===== src/rtl/rxce_pkg.sv =====
package rxce_pkg;
  localparam int STAT_W = 64;

  typedef enum logic [1:0] {ST_IDLE, ST_COPY, ST_FLUSH} rxce_st_e;

  typedef struct packed {
    logic [2:0] cls;   // [0] ip, [1] udp, [2] tcp
    logic       csum_ok;
  } rxce_tag_t;
endpackage


===== src/rtl/rxce_ctrl.sv =====
module rxce_ctrl
  import rxce_pkg::*;
#(
  parameter int ADDR_W = 48,
  parameter int LEN_W  = 16,
  parameter int WORD_B = 8
) (
  input  logic                    clk_i,
  input  logic                    rst_ni,
  input  logic                    cmd_valid_i,
  input  logic [ADDR_W+LEN_W-1:0] cmd_i,
  input  logic                    pkt_valid_i,
  input  logic                    pkt_last_i,
  input  rxce_tag_t               pkt_tag_i,
  input  logic                    flush_done_i,
  output logic                    take_o,
  output logic                    ready_o,
  output logic [ADDR_W-1:0]       byte_addr_o,
  output logic                    flush_o,
  output logic                    busy_o,
  output logic                    ok_o,
  output logic                    more_o,
  output rxce_tag_t               tag_o,
  output logic [LEN_W-1:0]        cnt_o
);
  localparam int LANE_W = $clog2(WORD_B);

  rxce_st_e          st_q;
  logic [ADDR_W-1:0] addr_q;
  logic [LEN_W-1:0]  rem_q, cnt_q;
  logic              end_q, drop_q, ok_q, more_q;
  rxce_tag_t         tag_q;

  logic [LEN_W-1:0]  cmd_len;
  logic              byte_end, lane_top;

  assign cmd_len  = cmd_i[ADDR_W+LEN_W-1:ADDR_W];
  assign byte_end = pkt_last_i || (rem_q == LEN_W'(1));
  assign lane_top = addr_q[LANE_W-1:0] == LANE_W'(WORD_B-1);

  assign ready_o     = (st_q == ST_COPY);
  assign take_o      = ready_o && pkt_valid_i;
  assign flush_o     = (st_q == ST_FLUSH);
  assign busy_o      = (st_q != ST_IDLE);
  assign byte_addr_o = addr_q;
  assign ok_o        = ok_q;
  assign more_o      = more_q;
  assign tag_o       = tag_q;
  assign cnt_o       = cnt_q;

  always_ff @(posedge clk_i or negedge rst_ni) begin
    if (!rst_ni) begin
      st_q   <= ST_IDLE;
      addr_q <= '0;
      rem_q  <= '0;
      cnt_q  <= '0;
      end_q  <= 1'b0;
      drop_q <= 1'b0;
      ok_q   <= 1'b0;
      more_q <= 1'b0;
      tag_q  <= '0;
    end else begin
      unique case (st_q)
        ST_IDLE: if (cmd_valid_i) begin
          cnt_q <= '0;
          if (cmd_len == '0) begin
            ok_q <= 1'b1;
          end else begin
            addr_q <= cmd_i[ADDR_W-1:0];
            rem_q  <= cmd_len;
            ok_q   <= 1'b0;
            drop_q <= 1'b0;
            st_q   <= ST_COPY;
          end
        end
        ST_COPY: if (take_o) begin
          addr_q <= addr_q + ADDR_W'(1);
          rem_q  <= rem_q - LEN_W'(1);
          cnt_q  <= cnt_q + LEN_W'(1);
          tag_q  <= pkt_tag_i;
          if (byte_end) more_q <= !pkt_last_i;
          if (byte_end || lane_top) begin
            end_q <= byte_end;
            st_q  <= ST_FLUSH;
          end
        end
        ST_FLUSH: if (flush_done_i) begin
          if (end_q) begin
            st_q <= ST_IDLE;
            ok_q <= !drop_q;
          end else begin
            st_q <= ST_COPY;
          end
        end
        default: st_q <= ST_IDLE;
      endcase
      // command while busy: dropped, success flag cleared
      if (cmd_valid_i && busy_o) begin
        ok_q   <= 1'b0;
        drop_q <= 1'b1;
      end
    end
  end
endmodule


===== src/rtl/rxce_packer.sv =====
module rxce_packer #(
  parameter int ADDR_W = 48,
  parameter int WORD_B = 8
) (
  input  logic                clk_i,
  input  logic                rst_ni,
  input  logic                take_i,
  input  logic [ADDR_W-1:0]   byte_addr_i,
  input  logic [7:0]          byte_i,
  input  logic                flush_i,
  input  logic                mem_ready_i,
  output logic                mem_valid_o,
  output logic [ADDR_W-1:0]   mem_addr_o,
  output logic [WORD_B*8-1:0] mem_data_o,
  output logic [WORD_B-1:0]   mem_strb_o
);
  localparam int LANE_W = $clog2(WORD_B);

  logic [WORD_B*8-1:0]      data_q;
  logic [WORD_B-1:0]        strb_q;
  logic [ADDR_W-LANE_W-1:0] wbase_q;
  logic [LANE_W-1:0]        lane;

  assign lane        = byte_addr_i[LANE_W-1:0];
  assign mem_valid_o = flush_i;
  assign mem_addr_o  = {wbase_q, LANE_W'(0)};
  assign mem_data_o  = data_q;
  assign mem_strb_o  = strb_q;

  always_ff @(posedge clk_i or negedge rst_ni) begin
    if (!rst_ni) begin
      data_q  <= '0;
      strb_q  <= '0;
      wbase_q <= '0;
    end else if (flush_i && mem_ready_i) begin
      data_q <= '0;
      strb_q <= '0;
    end else if (take_i) begin
      if (strb_q == '0) wbase_q <= byte_addr_i[ADDR_W-1:LANE_W];
      data_q[lane*8 +: 8] <= byte_i;
      strb_q[lane]        <= 1'b1;
    end
  end
endmodule


===== src/rtl/rxce_rdport.sv =====
module rxce_rdport #(
  parameter int STAT_W = 64
) (
  input  logic              clk_i,
  input  logic              rst_ni,
  input  logic              rd_req_i,
  input  logic              rd_wait_i,
  input  logic              busy_i,
  input  logic [STAT_W-1:0] stat_i,
  output logic              rd_valid_o,
  output logic [STAT_W-1:0] rd_status_o
);
  logic wait_q;

  always_ff @(posedge clk_i or negedge rst_ni) begin
    if (!rst_ni) begin
      wait_q      <= 1'b0;
      rd_valid_o  <= 1'b0;
      rd_status_o <= '0;
    end else begin
      rd_valid_o <= 1'b0;
      if (rd_req_i && !rd_wait_i) begin
        rd_valid_o  <= 1'b1;
        rd_status_o <= stat_i;
      end else if (wait_q || (rd_req_i && rd_wait_i)) begin
        if (!busy_i) begin
          rd_valid_o  <= 1'b1;
          rd_status_o <= stat_i;
          wait_q      <= 1'b0;
        end else begin
          wait_q <= 1'b1;
        end
      end
    end
  end
endmodule


===== src/rtl/rx_copy_engine.sv =====
module rx_copy_engine
  import rxce_pkg::*;
#(
  parameter int ADDR_W = 48,
  parameter int LEN_W  = 16,
  parameter int PCNT_W = 8,
  parameter int WORD_B = 8
) (
  input  logic                    clk_i,
  input  logic                    rst_ni,
  input  logic                    cmd_valid_i,
  input  logic [ADDR_W+LEN_W-1:0] cmd_i,
  input  logic                    rd_req_i,
  input  logic                    rd_wait_i,
  output logic                    rd_valid_o,
  output logic [STAT_W-1:0]       rd_status_o,
  input  logic                    pkt_valid_i,
  output logic                    pkt_ready_o,
  input  logic [7:0]              pkt_data_i,
  input  logic                    pkt_last_i,
  input  logic [2:0]              pkt_class_i,
  input  logic                    pkt_csum_ok_i,
  input  logic [PCNT_W-1:0]       pkt_count_i,
  output logic                    mem_valid_o,
  input  logic                    mem_ready_i,
  output logic [ADDR_W-1:0]       mem_addr_o,
  output logic [WORD_B*8-1:0]     mem_data_o,
  output logic [WORD_B-1:0]       mem_strb_o
);
  localparam int FLG_LSB = LEN_W;
  localparam int PCNT_LSB = LEN_W + 8;

  logic              take, flush, busy, stat_ok, stat_more;
  logic [ADDR_W-1:0] byte_addr;
  logic [LEN_W-1:0]  stat_cnt;
  rxce_tag_t         stat_tag, in_tag;
  logic [STAT_W-1:0] stat;

  assign in_tag = '{cls: pkt_class_i, csum_ok: pkt_csum_ok_i};

  always_comb begin
    stat                         = '0;
    stat[LEN_W-1:0]              = stat_cnt;
    stat[FLG_LSB]                = busy;
    stat[FLG_LSB+1]              = stat_ok;
    stat[FLG_LSB+2]              = stat_more;
    stat[FLG_LSB+3 +: 3]         = stat_tag.cls;
    stat[FLG_LSB+6]              = stat_tag.csum_ok;
    stat[PCNT_LSB +: PCNT_W]     = pkt_count_i;
  end

  rxce_ctrl #(.ADDR_W(ADDR_W), .LEN_W(LEN_W), .WORD_B(WORD_B)) u_ctrl (
    .clk_i        (clk_i),
    .rst_ni       (rst_ni),
    .cmd_valid_i  (cmd_valid_i),
    .cmd_i        (cmd_i),
    .pkt_valid_i  (pkt_valid_i),
    .pkt_last_i   (pkt_last_i),
    .pkt_tag_i    (in_tag),
    .flush_done_i (mem_valid_o && mem_ready_i),
    .take_o       (take),
    .ready_o      (pkt_ready_o),
    .byte_addr_o  (byte_addr),
    .flush_o      (flush),
    .busy_o       (busy),
    .ok_o         (stat_ok),
    .more_o       (stat_more),
    .tag_o        (stat_tag),
    .cnt_o        (stat_cnt)
  );

  rxce_packer #(.ADDR_W(ADDR_W), .WORD_B(WORD_B)) u_packer (
    .clk_i       (clk_i),
    .rst_ni      (rst_ni),
    .take_i      (take),
    .byte_addr_i (byte_addr),
    .byte_i      (pkt_data_i),
    .flush_i     (flush),
    .mem_ready_i (mem_ready_i),
    .mem_valid_o (mem_valid_o),
    .mem_addr_o  (mem_addr_o),
    .mem_data_o  (mem_data_o),
    .mem_strb_o  (mem_strb_o)
  );

  rxce_rdport #(.STAT_W(STAT_W)) u_rdport (
    .clk_i       (clk_i),
    .rst_ni      (rst_ni),
    .rd_req_i    (rd_req_i),
    .rd_wait_i   (rd_wait_i),
    .busy_i      (busy),
    .stat_i      (stat),
    .rd_valid_o  (rd_valid_o),
    .rd_status_o (rd_status_o)
  );
endmodule


===== config.mk =====
export PLATFORM = sky130hd
export DESIGN_NAME = rx_copy_engine
export DESIGN_NICKNAME = d
export VERILOG_FILES = /design/src/rtl/rxce_pkg.sv /design/src/rtl/rxce_ctrl.sv /design/src/rtl/rxce_packer.sv /design/src/rtl/rxce_rdport.sv /design/src/rtl/rx_copy_engine.sv
export SDC_FILE = /design/constraint.sdc
export NUM_CORES = 1
export LEC_CHECK = 0
export BUFFER_PORTS_ARGS = -buffer_cell sky130_fd_sc_hd__buf_2
export CORE_MARGIN = 5
export CORE_UTILIZATION = 50
export DETAILED_ROUTE_END_ITERATION = 6
export GPL_TIMING_DRIVEN = 0
export PLACE_DENSITY = 0.75
export SKIP_LAST_GASP = 1
export SYNTH_ARGS = -nofsm -noshare
export SYNTH_HDL_FRONTEND = slang
export SYNTH_SLANG_ARGS = --single-unit

===== constraint.sdc =====
create_clock -name clk_i -period 5.9 [get_ports clk_i]
set_input_delay 1.77 -clock clk_i [delete_from_list [all_inputs] [get_ports clk_i]]
set_output_delay 1.77 -clock clk_i [all_outputs]
set_load 0.01 [all_outputs]

* Word level (Yosys, flattened, before mapping)
Cells that the tools add are included.
** Storage, ports and cells
- Flip-flop bits (word level) :: 273
- Input bits :: 92
- Output and inout port bits :: 187
- Logic and storage cells :: 116
** Cells by class
- $add $sub $neg :: 4
- Order comparisons :: 2
- Equality and inequality tests :: 14
- Shifts and indexed selects :: 2
- Mux-type cells :: 42
- Bitwise gates (word level) :: 3
- Reductions and logical operators :: 33
** Operators with widths (number)
- $mux 64 :: 5
- $mux 48 :: 3
- $pmux 48 s2 :: 1
- $mux 16 :: 5
- $bwmux 64 :: 1
- $pmux 16 s2 :: 2
- $shift 8x34->64 const A :: 1
- $shiftx 8x34->64 :: 1
- $add 48x1->48 const B :: 1
- $neg 6->34 :: 1
- $add 16x1->16 const B :: 1
- $eq 16x1->1 const B :: 1
- $logic_not 16->1 :: 1
- $mux 8 :: 2
- $sub 16x1->16 const B :: 1
- $mux 1 :: 15
- $reduce_and 3->1 :: 5
- $ne 2x2->1 const B :: 6
- $reduce_bool 2->1 :: 6
- $mux 2 :: 5
- $logic_not 8->1 :: 1
- $or 8x8->8 :: 1
- $reduce_and 4->1 :: 2
- $logic_and 1x1->1 :: 6
- 18 further kinds :: 26

* Depth between registers and ports, before layout
Gate-level depths: netlist of the first run.
- Word-level depth :: 7
- Depth in mapped cells :: 10
- Mapped depth without buffers :: 8

* Modules after synthesis
Synthesis of the first run repeated with hierarchy kept, for this count alone.
** Second synthesis, totals
- Cell total of the unflattened synthesis :: 1237
- Area total of the unflattened synthesis :: 13296.5 sq um
** By module, submodules not included
- rxce_ctrl :: times used 1, cells each 651, area an instance 5536.6 sq um, sequential area each 2252.2 sq um
- rxce_packer :: times used 1, cells each 441, area an instance 5037.3 sq um, sequential area each 2927.8 sq um
- rxce_rdport :: times used 1, cells each 143, area an instance 2712.6 sq um, sequential area each 1651.6 sq um
- rx_copy_engine :: times used 1, cells each 2, area an instance 10.0 sq um, sequential area each 0.0 sq um

* Least setup slack after synthesis of the first run
No wires, ideal clock.
- Path kind :: input port to flip-flop
- From :: in cmd_i[59]
- To :: reg u_ctrl.addr_q[33], in the netlist u_ctrl.byte_addr_o[33]
- Library setup time :: 0.142 ns
- Data arrival time :: 3.265 ns
- Required time :: 5.758 ns
- Setup slack :: 2.492 ns
- Stages on the path :: 6
- Cells stage by stage :: nor4_1 > a41oi_2 > nor2_1 > buf_2 > clkbuf_1 > o221ai_1
** On the way
- Cells in the longest elaborated chain, start to end :: 3
** RTL lines
- start, declared :: line rx_copy_engine.sv:12 : input logic [ADDR_W+LEN_W-1:0] cmd_i,
- $logic_not 16->1 :: line rxce_ctrl.sv:66 : if (cmd_len == '0) begin
- $ne 2x2->1 (no line)
- $reduce_and 4->1 (no line)
- end signal, assigned :: line rxce_ctrl.sv:69 : addr_q <= cmd_i[ADDR_W-1:0];
- end signal, assigned :: line rxce_ctrl.sv:77 : addr_q <= addr_q + ADDR_W'(1);
- end, declared :: line rxce_ctrl.sv:29 : logic [ADDR_W-1:0] addr_q;
Every way passes these cells.
A chain may end at the register's enable or synchronous reset.

* Worst setup path in the final report of the first run
- From :: reg u_ctrl.st_q[1]
- To :: out pkt_ready_o
** On the way
- Cells in the longest elaborated chain, start to end :: 1
** RTL lines
- start, declared :: line rxce_ctrl.sv:28 : rxce_st_e st_q;
- start signal, assigned :: line rxce_ctrl.sv:53 : st_q <= ST_IDLE;
- start signal, assigned :: line rxce_ctrl.sv:73 : st_q <= ST_COPY;
- start signal, assigned :: line rxce_ctrl.sv:84 : st_q <= ST_FLUSH;
- $eq 2x1->1 :: line rxce_ctrl.sv:41 : assign ready_o = (st_q == ST_COPY);
- end, declared :: line rx_copy_engine.sv:18 : output logic pkt_ready_o,
Every way passes these cells.

==> metrics, run 1 <==
Cell variety after synth 67; share of the synthesized area in the top cell type 0.515; Worst R2R End u_packer.wbase_q[3]; minimum clock period 4.93 ns; most common cell in the netlist dfrtp_1; Area contributors post-synth dfrtp_1 (52%), mux2_2 (6.5%), nand2_1 (5.1%), o21ai_0 (4.0%), a21oi_1 (3.5%); total wire length 37,600 µm; Worst-Margin Slew 0.995 ns; Register-to-Register Path Depth 6; synth-to-layout area growth 23.1%; clk slew on worst S/H paths 0.06 ns; Die W 163 µm; Post-DP HPWL 27,100 µm; Synth area leader dfrtp_1; CTS tree done; status finished, violations left; FF-to-FF Start u_ctrl.st_q[0]; Hold Slack 0.475 ns; Worst EP required 4.13 ns; CTS Root Buffer Type clkbuf_16; CP endpoint kind primary output; crit path kind flip-flop to primary output; failing checks design-rule violations; EDFF count, synth 0; DRC 2; register area share after synthesis 0.515; final setup margin 0.968 ns; Die Ht 163 µm; Worst Hold Path EP u_ctrl.tag_o[3]; Syn Area/Cell 9.70 µm²; fin util 0.630; via/cell ratio 5.82; Final Wtd Congestion 0.957; number of global-route vias before repair 10,500; Rows 55; filler cell count 1,915; start point of the worst hold path u_ctrl.tag_o[3]; final period utilization 0.836; asr flop ratio synth 1.00; max cap viols 0; Slew Viols, Final 0; largest net degree at the start of global routing 91; Synth warnings 0; Routed WL per cell 20.4 µm; total global routing overflow 0; I/O Buffers 237; Startpoint Class flip-flop; full die area 26,500 µm²; Final Power 7.65 mW; setup violators final 0; Worst R2R Setup Slack 2.93 ns; nets@finish 1,605; RSZ-0062 raised after global routing no; synthesized area 11,700 µm²; Synth top cells by count dfrtp_1 (240), nand2_1 (157), o21ai_0 (94); Hold Violations, Final 0; CTS Sinks 240; peak supply drop 0.301 mV; crit path DAT 3.16 ns; PwrDens 533 nW/µm²; worst-path maximum fanout 10; Clock Skew 0.0121 ns; WHS Path Cells 2; Sum Neg Setup Slack 0 ns; number of routed nets with antenna violations 0; dominant synthesized flop cell dfrtp_1; Core ar. 22,800 µm²; Slew headroom 0.330; initial core utilization 0.512; GR Util All Layers 0.276; via count 10,700; leakage 6.84 nW; first drt pass iteration count 7; HP Class flip-flop to flip-flop; Post-Place Worst Slack 1.56 ns; Detailed Route Iter0 Violations 1,261; htree depth 1; CTS resizes 0; initial antenna violation count 2; layout cells sized above 1 0.271; TritonCTS Buffers 26; cell count after synthesis 1,202; number of synthesized register bits 240; post-CTS setup repair buffer count 0; Max Clock Freq 203 MHz; # hold bufs at CTS 0; io pins 279; worst skew pair latency 0.54 ns; first-pass GRT wire length 58,300 µm; Bufs on Longest Clock Path 3
## stage by stage
step	cell area, µm²	cells
finish	14400	1840
floorplan	11800	1237
global placement	13400	1787
CTS	14300	1837
global route	14400	1840
detailed placement	13400	1789
## placed cells by master, fill, tap and decap left out, drive strengths merged, types with 13 or more instances in the layout
cell / netlist / routed
nor2: 91 / 91
and3: 15 / 15
or3: 13 / 13
nand2: 157 / 157
inv: 22 / 22
nand4: 16 / 16
clkbuf: 65 / 100
o21ai: 94 / 94
o22ai: 20 / 20
a21oi: 83 / 83
nor4: 21 / 21
mux2i: 18 / 18
conb: 1 / 36
nor3: 25 / 25
dfrtp: 240 / 240
nand3: 44 / 44
buf: 50 / 290
mux2: 67 / 67
## logic make-up after synthesis
group,Yosys count,share of synthesized area
other,1,0.000322
DFF,240,0.515
adders and majority gates,8,0.00859
and+or+nand+nor,434,0.180
buffers and inverters,137,0.0570
AOI/OAI and AO/OA,286,0.150
xor gates and xnor gates,11,0.00826
muxes,85,0.0802
## final cells by class
| class | instances | area [µm²] | share of cell area |
|---|---|---|---|
| antenna | 2 | 5.00 | 0.000349 |
| buffer | 115 | 582 | 0.0405 |
| clock buffer | 35 | 754 | 0.0526 |
| clock inverter | 13 | 156 | 0.0109 |
| inverter | 22 | 82.6 | 0.00575 |
| multi-input combinational | 860 | 5120 | 0.357 |
| sequential | 240 | 6010 | 0.418 |
| tap | 313 | 392 | 0.0273 |
| timing repair buffer | 240 | 1260 | 0.0875 |
## per-layer routing
metal / up-vias / global-route usage / wire length, µm
li1: 4854 / - / -
met1: 5182 / 0.387 / 15500
met4: 0 / 0.0961 / 1330
met3: 91 / 0.0663 / 3980
met2: 580 / 0.424 / 16800
met5: - / 0 / 0
## how the worst max path moves through the flow
stage / from / end / slack, ns / cells past startpoint
detailed placement: cmd_i[59] / u_ctrl.rem_q[0] / 1.56 / 7
global placement: rst_ni / u_rdport.rd_status_o[21] / -1.18 / 1
global route: u_ctrl.st_q[1] / pkt_ready_o / 0.83 / 7
floorplan: cmd_i[59] / u_ctrl.byte_addr_o[33] / 2.49 / 6
CTS: u_ctrl.st_q[1] / pkt_ready_o / 1.03 / 7
finish: u_ctrl.st_q[1] / pkt_ready_o / 0.97 / 7
## report_power, final
group / internal (mW) / switching (mW) / total, mW
clock network: 1.03 / 0.694 / 1.72
logic: 1.15 / 1.96 / 3.11
registers: 2.28 / 0.532 / 2.81
## state kept, by name, indices dropped and copies added (netlist names)
signal and cells:
u_ctrl.byte_addr_o 48, u_ctrl.cnt_o 16, u_ctrl.drop_q 1, u_ctrl.end_q 1, u_ctrl.more_o 1, u_ctrl.ok_o 1, u_ctrl.rem_q 16, u_ctrl.st_q 2
u_ctrl.tag_o 4, u_packer.mem_data_o 64, u_packer.mem_strb_o 8, u_packer.wbase_q 45, u_rdport.rd_status_o 31, u_rdport.rd_valid_o 1, u_rdport.wait_q 1
## worst max-delay path: stages, from the launching register on
cell and delay (ns):
dfrtp_1 0.40, clkbuf_1 0.23, nand2b_1 0.20, clkbuf_1 0.16
inv_2 0.20, clkbuf_1 0.42, buf_1 0.74, buf_2 0.27
Power figures use the tool's default switching activity.
==> run 2: changes to the inputs <==
--- a/config.mk
+++ b/config.mk
@@ -5,12 +5,13 @@
 export SDC_FILE = /design/constraint.sdc
 export NUM_CORES = 1
 export LEC_CHECK = 0
+export ABC_AREA = 1
 export BUFFER_PORTS_ARGS = -buffer_cell sky130_fd_sc_hd__buf_2
 export CORE_MARGIN = 5
 export CORE_UTILIZATION = 50
 export DETAILED_ROUTE_END_ITERATION = 6
 export GPL_TIMING_DRIVEN = 0
-export PLACE_DENSITY = 0.75
+export PLACE_DENSITY = 0.77
 export SKIP_LAST_GASP = 1
 export SYNTH_ARGS = -nofsm -noshare
 export SYNTH_HDL_FRONTEND = slang
==> constraint.sdc (replaced) <==
create_clock -name clk_i -period 4.1 [get_ports clk_i]
set_input_delay 1.23 -clock clk_i [delete_from_list [all_inputs] [get_ports clk_i]]
set_output_delay 1.23 -clock clk_i [all_outputs]
set_load 0.01 [all_outputs]
==> metrics, run 2 <==
multiplexer share of the synthesized area 0 (-0.0802); htree depth 1 (unchanged); number of global-route vias before repair 12,400 (+19%); critical path, cell by cell inv_2, nor2_4, buf_2, buf_2, buf_2; clock power share 0.231 (+0.006); leakage 7.92 nW (+16%); Simple-Gate Fraction of Synth Area 0.323 (+0.143); Max Clock Freq 305 MHz; Die Ht 168 µm (+3.3%); Synth area leader dfrtp_1; most common cell in the netlist nand2_1; critical path's slowest cell dfrtp_1; Sum Neg Setup Slack 0 ns (unchanged); CTS tree done; synth-to-layout area growth 22.5%; Routed WL per cell 17.3 µm (-15%); final period utilization 0.799; CTS resizes 0 (unchanged); synthesized area 12,500 µm² (+7.2%); crit path DAT 2.04 ns (-1.12 ns); Psw 4.99 mW (+57%); Rows 57 (+3.6%); initial core utilization 0.511 (-0.000764); HP Class flip-flop to flip-flop; CTS Root Buffer Type clkbuf_16; GR met1 Demand/Resource 0.386 (-0.00171); initial antenna violation count 2 (unchanged); switch share 0.434 (+0.0173); CP endpoint kind primary output; CTS Sinks 240 (unchanged); Slew Viols, Final 0 (unchanged); full die area 28,300 µm² (+6.8%); first-pass GRT wire length 65,300 µm (+12%); register area share after synthesis 0.480 (-0.0347); M3 GR Usage 0.0621 (-0.00418); total wire length 40,800 µm (+8.6%); # hold bufs at CTS 0 (unchanged); GR Util All Layers 0.285 (+0.00869); Syn Area/Cell 7.35 µm² (-24%); post-CTS setup repair buffer count 0 (unchanged); post-synthesis compound-gate area fraction 0.0964 (-0.0541); nets@finish 2,109 (+31%); Worst-Margin Slew 0.753 ns (-0.242 ns); Synth warnings 0 (unchanged); Core ar. 24,500 µm² (+7.4%); cell count after synthesis 1,700 (+41%); Area contributors post-synth dfrtp_1 (48%), nand2_1 (16%), o21ai_0 (7.1%), nor2_1 (6.8%), nand3_1 (6.4%); Detailed Route Iter0 Violations 1,074 (-15%); PwrDens 751 nW/µm² (+41%); layout cells sized above 1 0.189 (-0.0827); DP Cell Count 2,303 (+29%); sequential share of power 0.349 (-0.019); clk slew on worst S/H paths 0.06 ns (about the same); Bufs on Longest Clock Path 3 (unchanged); I/O Buffers 242 (+2.1%); peak supply drop 0.476 mV (+58%); status completed; share of the synthesized area in the top cell type 0.480 (-0.0347); Worst EP required 2.87 ns (-1.26 ns); most common cell after layout, fill and taps aside nand2_1; via count 12,400 (+16%); total global routing overflow 0 (unchanged); Post-DP HPWL 31,100 µm (+15%); worst skew pair latency 0.56 ns (+0.02 ns); Die W 168 µm (+3.3%); EDFF count, synth 0 (unchanged); largest family of logic cells by synthesized area simple AND/OR/NAND/NOR gates; DRC 0 (-2); RSZ-0062 raised after global routing no; dominant synthesized flop cell dfrtp_1; met2 usage 0.460 (+0.0364); Clock Skew 0.0128 ns (+0.000729 ns); Startpoint Class flip-flop; Comb power frac 0.420 (+0.013); most frequent cells in the layout nand2_1 (531), buf_2 (263), dfrtp_1 (240); Final Wtd Congestion 0.945 (-1.3%); Cell variety after synth 38 (-43%); minimum clock period 3.27 ns; number of routed nets with antenna violations 0 (unchanged); Most common cell on crit path buf_2; area share of xor/xnor cells in the synthesized design 0.00280 (-0.00546); internal power 6.51 mW (+46%); via/cell ratio 5.28 (-9.3%); peak-usage layer in the global routing report met2; Hold Violations, Final 0 (unchanged); post-route insts no fill 2,355 (+28%); largest net degree at the start of global routing 102 (+12%); Slew headroom 0.498 (+0.167); worst-path maximum fanout 10 (unchanged); number of synthesized register bits 240 (unchanged); max incr delay on CP 0.52 ns (-0.22 ns); max cap viols 0 (unchanged); io pins 279 (unchanged); first drt pass iteration count 6 (-1); adder and majority gate portion of the synthesized area 0.00801 (-0.000579); Synth top cells by count nand2_1 (531), dfrtp_1 (240), nor2_1 (228); crit path kind flip-flop to primary output; TritonCTS Buffers 28 (+7.7%); setup violators final 0 (unchanged); asr flop ratio synth 1.00 (unchanged); Largest register FFs 64 (unchanged)
==> run 2: changes by cell type in the layout (fill, tap and decap cells not counted), sizes merged, moves of 18 or more <==
cell    before  now
a21oi       83   19
buf        290  316
clkbuf     100   70
inv         22  137
mux2        67    0
mux2i       18    0
nand2      157  535
nand3       44  160
nor2        91  237
nor4        21    2
o21ai       94  202
o22ai       20    2
==> run 2: power groups by stage <==
stage | combinational, mW | sequential [mW] | clock (mW)
2_1_floorplan | 2.81 | 4.13 | 0
5_1_grt | 5.44 | 4.14 | 2.80
4_1_cts | 4.82 | 4.00 | 2.69
3_5_place_dp | 4.79 | 4.02 | 0
6_report | 4.83 | 4.02 | 2.65
3_3_place_gp | 4.65 | 4.00 | 0
==> run 2: kinds of logic after synthesis <==
group | Yosys count
DFF | 240
xor gates and xnor gates | 4
adders and majority gates | 8
AOI/OAI and AO/OA | 232
buffers and inverters | 239
and+or+nand+nor | 976
other | 1
==> run 2: worst max-delay path: cells and delay by family (launching register included) <==
family | cells | cell delay [ns]
flops | 1 | 0.52
buf+inv | 4 | 0.86
simple gates | 1 | 0.12
==> run 2: worst paths after layout <==
check	from	end	slack, ns	depth (start not counted)
setup / recovery	u_ctrl.st_q[0]	pkt_ready_o	0.83	5
min in group asynchronous	rst_ni	u_packer.mem_data_o[44]	0.61	1
hold reg to reg	u_rdport.rd_status_o[29]	u_rdport.rd_status_o[29]	0.47	2
max in group asynchronous	rst_ni	u_ctrl.byte_addr_o[22]	2.55	2
hold / removal	u_rdport.rd_status_o[29]	u_rdport.rd_status_o[29]	0.47	2
setup reg to reg	u_ctrl.byte_addr_o[0]	u_packer.mem_data_o[61]	1.46	13
==> run 2: area by class of cell <==
| type | instances | area (µm²) |
|---|---|---|
| Buffer | 101 | 598 |
| Multi-Input combinational cell | 1256 | 5510 |
| Antenna cell | 2 | 5.00 |
| Inverter | 138 | 518 |
| Clock buffer | 41 | 820 |
| Clock inverter | 9 | 173 |
| Fill cell | 2254 | 9150 |
| Timing Repair Buffer | 244 | 1280 |
| Tap cell | 324 | 405 |
| Sequential cell | 240 | 6010 |
==> run 2: per-layer routing <==
metal | share of wire | vias to the layer above
met5 | 0 | -
met4 | 0.032 | 0
met3 | 0.094 | 87
met2 | 0.46 | 543
met1 | 0.42 | 5804
li1 | - | 6002
==> run 2: through the flow <==
step	total power, mW	worst slack [ns]	instance area, µm²	utilization	hold slack (ns)
floorplan	6.94	1.74	12600	-	0.442
global placement	8.65	-2.56	14200	0.583	0.450
detailed placement	8.81	0.846	14300	0.585	0.453
CTS	11.5	0.821	15300	0.626	0.467
global route	12.4	0.723	15300	0.626	0.491
finish	11.5	0.825	15300	0.626	0.467
==> run 3: changes to the inputs <==
--- a/config.mk
+++ b/config.mk
@@ -5,10 +5,10 @@
 export SDC_FILE = /design/constraint.sdc
 export NUM_CORES = 1
 export LEC_CHECK = 0
-export ABC_AREA = 1
+export ABC_AREA = 0
 export BUFFER_PORTS_ARGS = -buffer_cell sky130_fd_sc_hd__buf_2
 export CORE_MARGIN = 5
-export CORE_UTILIZATION = 50
+export CORE_UTILIZATION = 49
 export DETAILED_ROUTE_END_ITERATION = 6
 export GPL_TIMING_DRIVEN = 0
 export PLACE_DENSITY = 0.77
==> constraint.sdc (replaced) <==
create_clock -name clk_i -period 2.77 [get_ports clk_i]
set_input_delay 0.831 -clock clk_i [delete_from_list [all_inputs] [get_ports clk_i]]
set_output_delay 0.831 -clock clk_i [all_outputs]
set_load 0.01 [all_outputs]
==> metrics, run 3 (same netlist as run 1, synthesis figures left out) <==
htree depth 1 (unchanged); TritonCTS Buffers 26 (-7.1%); Hold Violations, Final 0 (unchanged); post-route insts no fill 1,846 (-22%); peak supply drop 0.587 mV (+23%); initial core utilization 0.497 (-0.0144); total global routing overflow 0 (unchanged); Largest register FFs 64 (unchanged); HP Class input port to async pin; clock power share 0.228 (-0.003); PwrDens 1140 nW/µm² (+52%); Clock Skew 0.0328 ns (+0.0200 ns); crit path kind flip-flop to primary output; layout cells sized above 1 0.288 (+0.0989); nets@finish 1,606 (-24%); I/O Buffers 237 (-2.1%); Register-to-Register Path Depth 10 (-3); number of global-route vias before repair 10,700 (-14%); Slew Viols, Final 0 (unchanged); synth-to-layout area growth 24.8%; number of routed nets with antenna violations 0 (unchanged); Post-Place Worst Slack -0.644 ns (-1.49 ns); CTS Sinks 240 (unchanged); Psw 6.88 mW (+38%); Bufs on Longest Clock Path 3 (unchanged); Detailed Route Iter0 Violations 1,181 (+10%); most common cell after layout, fill and taps aside buf_2; Die Ht 164 µm (-2.3%); final instance area 14,600 µm² (-5.0%); status completed; final setup margin 0.0788 ns (-0.746 ns); Final Wtd Congestion 0.973 (+3.0%); CTS Root Buffer Type clkbuf_16; Hold Slack 0.345 ns (-0.122 ns); largest net degree at the start of global routing 125 (+23%); RSZ-0062 raised after global routing yes; switch share 0.414 (-0.0196); placed cell areas 13,400 µm² (-6.1%); initial antenna violation count 1 (-1); most frequent cells in the layout buf_2 (245), dfrtp_1 (240), nand2_1 (157); CTS tree done; Routed WL per cell 20.9 µm (+21%); worst-path maximum fanout 10 (unchanged); io pins 279 (unchanged); DRC 0 (unchanged); Post-DP HPWL 27,200 µm (-12%); CP endpoint kind primary output; worst skew pair latency 0.55 ns (about the same); via/cell ratio 5.84 (+11%); Die W 164 µm (-2.3%); via count 10,800 (-13%); Max Clock Freq 372 MHz; max cap viols 0 (unchanged); Rows 56 (-1.8%); minimum clock period 2.69 ns; DP Cell Count 1,795 (-22%); Comb power frac 0.411 (-0.009); final period utilization 0.972; crit path DAT 1.86 ns (-0.18 ns); first-pass GRT wire length 59,400 µm (-9.1%); first drt pass iteration count 7 (+1); full die area 27,000 µm² (-4.6%); GR Util All Layers 0.278 (-0.00729); Sum Neg Setup Slack 0 ns (unchanged); clk slew on worst S/H paths 0.06 ns (about the same); Worst-Margin Slew 0.997 ns (+0.244 ns); total wire length 38,600 µm (-5.5%); Slew headroom 0.329 (-0.169); leakage 6.94 nW (-12%); setup violators final 0 (unchanged); Core ar. 23,500 µm² (-4.0%); Worst EP required 1.94 ns (-0.93 ns); Startpoint Class flip-flop; internal power 9.74 mW (+49%); sequential share of power 0.361 (+0.012)
==> run 3: metal layers <==
layer,up-vias,track usage,routed length (µm)
met5,-,0,0
met4,0,0.101,1500
met3,109,0.0785,4340
met2,588,0.430,17200
met1,5220,0.375,15500
li1,4855,-,-
==> run 3: through the flow <==
stage	utilization	power (mW)
final	0.620	16.6
after global routing	0.620	17.6
after CTS	0.615	16.4
after detailed placement	0.573	12.5
after global placement	0.570	12.3
after floorplan	-	9.83
==> run 3: worst paths after layout <==
| kind | slack, ns | start | end |
|---|---|---|---|
| min | 0.35 | rst_ni | u_packer.wbase_q[8] |
| min in group clk_i | 0.47 | u_ctrl.tag_o[3] | u_ctrl.tag_o[3] |
| max in group asynchronous | 1.39 | rst_ni | u_ctrl.tag_o[0] |
| max | 0.08 | u_ctrl.st_q[1] | pkt_ready_o |
| min reg2reg | 0.47 | u_ctrl.tag_o[3] | u_ctrl.tag_o[3] |
| max reg2reg | 0.12 | u_ctrl.byte_addr_o[0] | u_packer.mem_data_o[26] |
==> run 3: critical path, stage by stage (launching register included) <==
cell and delay [ns]:
dfrtp_1 0.39, clkbuf_4 0.19, nand2b_2 0.22, bufinv_8 0.20, buf_6 0.17, buf_2 0.16
==> run 3: power by group through the flow <==
stage / logic [mW] / registers (mW) / clock network (mW)
after CTS: 6.64 / 5.95 / 3.83
after global placement: 6.38 / 5.95 / 0
after global routing: 7.42 / 6.18 / 3.98
final: 6.84 / 6.00 / 3.79
after detailed placement: 6.53 / 5.99 / 0
after floorplan: 3.69 / 6.14 / 0
==> run 3: what timing repair did <==
action / 4_1_cts / 5_1_grt
setup buffers: 1 / 3
hold buffers: 0 / 0
gates cloned: 0 / 1
setup endpoints to repair: 76 / 74
resized for setup: 15 / 26
==> run 3: cell type report <==
class                           count  area [µm²]
Multi-Input combinational cell    861        5230
Timing Repair Buffer              243        1280
Buffer                            112         594
Tap cell                          319         399
Fill cell                        1975        8920
Sequential cell                   240        6010
Clock buffer                       42         832
Inverter                           22        96.3
Clock inverter                      6         108
Antenna cell                        1        2.50
